## src/rtl/pau_pkg.sv

```systemverilog
package pau_pkg;
  typedef enum logic [2:0] {
    SRC_INC  = 3'd0,
    SRC_LOW  = 3'd1,
    SRC_JMP  = 3'd2,
    SRC_CALL = 3'd3,
    SRC_RET  = 3'd4
  } pc_src_e;
endpackage

```

## src/rtl/pau_src_sel.sv

```systemverilog
module pau_src_sel
  import pau_pkg::*;
(
  input  logic    ret_en,
  input  logic    call_en,
  input  logic    jump_en,
  input  logic    low_we,
  output pc_src_e src
);
  // Fixed priority: return, call, jump, low-byte write, increment
  always_comb begin
    if (ret_en)       src = SRC_RET;
    else if (call_en) src = SRC_CALL;
    else if (jump_en) src = SRC_JMP;
    else if (low_we)  src = SRC_LOW;
    else              src = SRC_INC;
  end
endmodule

```

## src/rtl/pau_page_latch.sv

```systemverilog
module pau_page_latch #(
  parameter int DATA_W = 8,
  parameter int PAGE_W = 5
) (
  input  logic              clk,
  input  logic              rst_n,
  input  logic              we,
  input  logic [DATA_W-1:0] din,
  output logic [PAGE_W-1:0] page
);
  // Written only from the data bus, never from the counter
  always_ff @(posedge clk or negedge rst_n) begin
    if (!rst_n)  page <= '0;
    else if (we) page <= din[PAGE_W-1:0];
  end
endmodule

```

## src/rtl/pau_ret_stack.sv

```systemverilog
module pau_ret_stack #(
  parameter int DEPTH = 8,
  parameter int W     = 13
) (
  input  logic         clk,
  input  logic         rst_n,
  input  logic         push,
  input  logic         pop,
  input  logic [W-1:0] push_data,
  output logic [W-1:0] top
);
  localparam int PTR_W = (DEPTH > 1) ? $clog2(DEPTH) : 1;

  logic [PTR_W-1:0] sp;
  logic [PTR_W-1:0] top_idx;
  logic [W-1:0]     entry [DEPTH];

  assign top_idx = sp - PTR_W'(1);
  assign top     = entry[top_idx];

  // Ring pointer: wraps silently in both directions
  always_ff @(posedge clk or negedge rst_n) begin
    if (!rst_n)    sp <= '0;
    else if (pop)  sp <= top_idx;
    else if (push) sp <= sp + PTR_W'(1);
  end

  for (genvar g = 0; g < DEPTH; g++) begin : g_entry
    always_ff @(posedge clk) begin
      if (push && !pop && (sp == PTR_W'(g))) entry[g] <= push_data;
    end
  end
endmodule

```

## src/rtl/prog_addr_unit.sv

```systemverilog
module prog_addr_unit
  import pau_pkg::*;
#(
  parameter int PC_W    = 13,
  parameter int LOW_W   = 8,
  parameter int IMM_W   = 11,
  parameter int DATA_W  = 8,
  parameter int STACK_D = 8
) (
  input  logic              clk,
  input  logic              rst_n,
  input  logic              page_we,
  input  logic [DATA_W-1:0] page_din,
  input  logic              low_we,
  input  logic [LOW_W-1:0]  alu_result,
  input  logic              jump_en,
  input  logic              call_en,
  input  logic              ret_en,
  input  logic [IMM_W-1:0]  imm,
  output logic [PC_W-1:0]   fetch_addr,
  output logic [LOW_W-1:0]  pc_low
);
  localparam int PAGE_W = PC_W - LOW_W;
  localparam int JHI_W  = PC_W - IMM_W;

  pc_src_e           src;
  logic [PAGE_W-1:0] page;
  logic [PC_W-1:0]   pc_q;
  logic [PC_W-1:0]   pc_d;
  logic [PC_W-1:0]   pc_inc;
  logic [PC_W-1:0]   stack_top;

  pau_src_sel u_sel (
    .ret_en  (ret_en),
    .call_en (call_en),
    .jump_en (jump_en),
    .low_we  (low_we),
    .src     (src)
  );

  pau_page_latch #(.DATA_W(DATA_W), .PAGE_W(PAGE_W)) u_page (
    .clk   (clk),
    .rst_n (rst_n),
    .we    (page_we),
    .din   (page_din),
    .page  (page)
  );

  assign pc_inc = pc_q + PC_W'(1);

  pau_ret_stack #(.DEPTH(STACK_D), .W(PC_W)) u_stack (
    .clk       (clk),
    .rst_n     (rst_n),
    .push      (src == SRC_CALL),
    .pop       (src == SRC_RET),
    .push_data (pc_inc),
    .top       (stack_top)
  );

  always_comb begin
    unique case (src)
      SRC_RET:           pc_d = stack_top;
      SRC_CALL, SRC_JMP: pc_d = {page[PAGE_W-1 -: JHI_W], imm};
      SRC_LOW:           pc_d = {page, alu_result};
      default:           pc_d = pc_inc;
    endcase
  end

  always_ff @(posedge clk or negedge rst_n) begin
    if (!rst_n) pc_q <= '0;
    else        pc_q <= pc_d;
  end

  assign fetch_addr = pc_q;
  assign pc_low     = pc_q[LOW_W-1:0];
endmodule

```

## config.mk

```make
export PLATFORM = sky130hd
export DESIGN_NAME = prog_addr_unit
export DESIGN_NICKNAME = d
export VERILOG_FILES = /design/src/rtl/pau_pkg.sv /design/src/rtl/pau_src_sel.sv /design/src/rtl/pau_page_latch.sv /design/src/rtl/pau_ret_stack.sv /design/src/rtl/prog_addr_unit.sv
export SDC_FILE = /design/constraint.sdc
export NUM_CORES = 1
export LEC_CHECK = 0
export ABC_AREA = 1
export BUFFER_PORTS_ARGS = -buffer_cell sky130_fd_sc_hd__buf_4
export CORE_MARGIN = 4
export CORE_UTILIZATION = 55
export CTS_CLUSTER_DIAMETER = 120
export CTS_CLUSTER_SIZE = 20
export DETAILED_ROUTE_END_ITERATION = 16
export GPL_TIMING_DRIVEN = 0
export PLACE_DENSITY_LB_ADDON = 0.08
export SLEW_MARGIN = 20
export SYNTH_ARGS = -nofsm -noshare
export SYNTH_HDL_FRONTEND = slang
export SYNTH_HIERARCHICAL = 1
export SYNTH_SLANG_ARGS = --single-unit
export TNS_END_PERCENT = 30
```

## constraint.sdc

```tcl
create_clock -name clk -period 3.13 [get_ports clk]
set_clock_uncertainty 0.2 [all_clocks]
set_input_delay 0.313 -clock clk [delete_from_list [all_inputs] [get_ports clk]]
set_output_delay 0.313 -clock clk [all_outputs]
set_load 0.03 [all_outputs]
```

==> results.ini <==
[outcome]
status = completed

[critical_path]
r2r_end = fetch_addr[9]
crit_type = reg -> reg
worstPathMaxFanout = 12
critical_path_required_ns = 3.39
cp-startpoint = u_stack/sp[0]
cpLargestDelayFamily = buffers and inverters
reg2reg_depth = 15
arrival_ns = 3.15
crit_slowest_cell = dfrtp_1
critPathLaunchType = flop
max_stage_delay_ns = 0.40
worstSetupEndpoint = fetch_addr[9]
critPathCaptureType = flop
rr_startpoint = u_stack/sp[0]
crit_top_cell = nand2_1
regToRegSetupSlack_ns = 0.24
worstPathCellList = buf_2 > inv_2 > clkbuf_4 > ha_1 > buf_2 > inv_2 > buf_2 > nand3_1 > nand2_1 > nand2_1 > nand2_1 > inv_1 > o2bb2ai_1 > nor2_1 > nand2_1
crit_buf_inv = 7
path_depth = 15

[yosys]
yosysMostFrequentCell = nand2_1
synth_top_area_cell = edfxtp_1
syn_inst = 678
syn-num-nets = 720
synth_common_cells = 247 x nand2_1, 128 x inv_1, 104 x edfxtp_1, 66 x nand3_1, 21 x dfrtp_1
syn_area_mm2 = 0.00614
yosysSeqAreaShare_pct = 59.4
yosys-top-cells-area = edfxtp_1 51%, nand2_1 15%, dfrtp_1 8.6%
yosysTopAreaCellShare_pct = 50.8
synthArstFlopShare_pct = 16.8
ys_seq_elements = 125
synth.distinct_cells = 32
synth_edf_count = 104
synth_warnings = 6
synthFlopType = edfxtp_1
synth.avg_cell_area_um2 = 9.06

[timing]
finalCriticalPeriod_ns = 2.89
rsz0062_at_grt = false
finalSetupViolCount = 0
relSlewSlack_pct = 40.6
tightest_slew_ns = 0.890
whs_ns = 0.0228
period_share_pct = 92.4
final_hold_viol_count = 0
setup_ws_ns = 0.239
slew_violations = 0
max_freq_mhz = 346

[floorplan]
die_x_um = 114
start_util_pct = 56.4
dieArea_mm2 = 0.0129
fp-row-count = 38
fp.coreArea_mm2 = 0.0109
ios = 55
die_h_um = 114

[grt]
grt_pass1_wl_um = 24800
grtUsageTotal_pct = 25.6
grt_max_degree = 22
grt.overflow.total = 0
antenna_found_initial = 0
grt_pass1_vias = 4888

[cells_and_area]
nets = 831
antenna_cells = 0
final_cell_count_no_fill = 942
final_area_mm2 = 0.00780
finish.utilization_pct = 71.7
drive_above_1_share_pct = 18.5
syn_to_final_growth_pct = 27.0

[pwr]
power_frac_comb_pct = 43.1
power.internal_mw = 4.70
p_switching_mw = 3.25
power.leakage_nw = 3.73
swShare_pct = 40.9
power_frac_clock_pct = 27.2
p_per_area_mw_per_mm2 = 1020
seq_power_share_pct = 29.8
vdd_drop_max_mv = 0.572

[placed_design]
place_congestion = 0.837
dp.final_hpwl_um = 10400
dp.cells = 875
pre_cts_ws_ns = 0.126
port_buffers = 51
postPlaceCellArea_mm2 = 0.00680

[clocking]
clock_path_buffers = 2
cts_setup_buffers = 0
clkLatencyLatePin_ns = 0.52
cts.sinks = 125
cts_root_buf = clkbuf_8
cts_tree = yes
clk_pin_slew_ns = 0.06
htreeDepth = 4
cts_buffers = 17

[drt]
drc = 0
ant_nets = 0
drt_iter0_markers = 399
wl_um = 15600
num_vias = 4817
viasPerCell = 5.11
wl_per_cell_um = 16.5
firstDrtPassIters = 5

[job]
drv_cap = 0

[worst_hold_path]
hp-class = in -> async

==> routing by layer <==
layer	vias up	GRT usage, %	wire length, µm
met4	0	9.62	518
met5	-	0	0
met2	200	42.9	7760
met3	44	7.69	1250
met1	2240	31.4	6060
li1	2333	-	-
==> state kept, by name, summed over array words and instances (netlist names) <==
name / cells
u_stack/entry: 104
fetch_addr: 13
u_page/page: 5
u_stack/sp: 3
==> power groups by stage <==
| stage | logic [mW] | clock network (mW) | registers, mW |
|---|---|---|---|
| after floorplan | 1.97 | 0 | 2.52 |
| after global placement | 3.20 | 0 | 2.39 |
| after detailed placement | 3.27 | 0 | 2.40 |
| after CTS | 3.36 | 2.18 | 2.36 |
| after global routing | 3.69 | 2.27 | 2.39 |
| final | 3.42 | 2.16 | 2.37 |
==> cells in the final DEF, fill, tap and decap left out, drive strengths merged, types with 2 or more instances in the layout <==
cell           n
nor3           6
nand3         70
edfxtp       104
clkinv         6
a21oi          7
and2           5
buf           85
nand2        250
clkbuf        19
inv          139
bufinv         6
xnor2          2
ha             8
a22oi          5
dlygate4sd3   35
o2bb2ai        2
dfrtp         21
xor2           5
nor2          20
nand4          3
==> worst register-to-register path, cell delays in order (launching register included) <==
cell and delay [ns]:
dfrtp_1 0.40, buf_2 0.18, inv_2 0.15, clkbuf_4 0.28, ha_1 0.26, buf_2 0.19, inv_2 0.21, buf_2 0.29
nand3_1 0.11, nand2_1 0.07, nand2_1 0.10, nand2_1 0.10, inv_1 0.05, o2bb2ai_1 0.15, nor2_1 0.05, nand2_1 0.05
==> how the worst min path moves through the flow <==
stage,cells past startpoint,to,from,slack (ns)
after floorplan,0,fetch_addr[0],rst_n,-0.18
after global placement,1,fetch_addr[6],rst_n,0.01
after detailed placement,1,fetch_addr[4],rst_n,0.02
after CTS,2,fetch_addr[4],rst_n,0.004
after global routing,2,fetch_addr[4],rst_n,0.02
final,2,fetch_addr[7],rst_n,0.02
==> layout make-up <==
class                      instances  area, µm²
buffer                            30        185
clock buffer                      17        414
clock inverter                    15        240
fill                             772       3080
inverter                         137        514
multi-input combinational        386       1830
sequential                       125       3650
tap                              140        175
timing repair buffer              92        793
==> cells by family (layout without fill, tap and decap cells) <==
| kind of cell | after synthesis | after routing | share of synthesized area, % |
|---|---|---|---|
| simple gates | 356 | 356 | 24.6 |
| buf+inv | 167 | 291 | 11.3 |
| flops | 125 | 125 | 59.4 |
| compound gates | 15 | 15 | 1.65 |
| fa+ha+maj | 8 | 8 | 1.63 |
| xor+xnor | 7 | 7 | 1.36 |
==> stage by stage <==
stage / setup TNS, ns / power [mW]
after global routing: 0 / 8.35
after global placement: -45.40 / 5.60
after floorplan: 0 / 4.49
final: 0 / 7.95
after detailed placement: 0 / 5.67
after CTS: 0 / 7.91
==> repair_timing <==
item | 4_1_cts | 5_1_grt
setup endpoints to repair | 0 | 2
hold endpoints to repair | 37 | 0
gates resized for setup | 0 | 1
hold buffers | 35 | 0
Power figures use the tool's default switching activity.
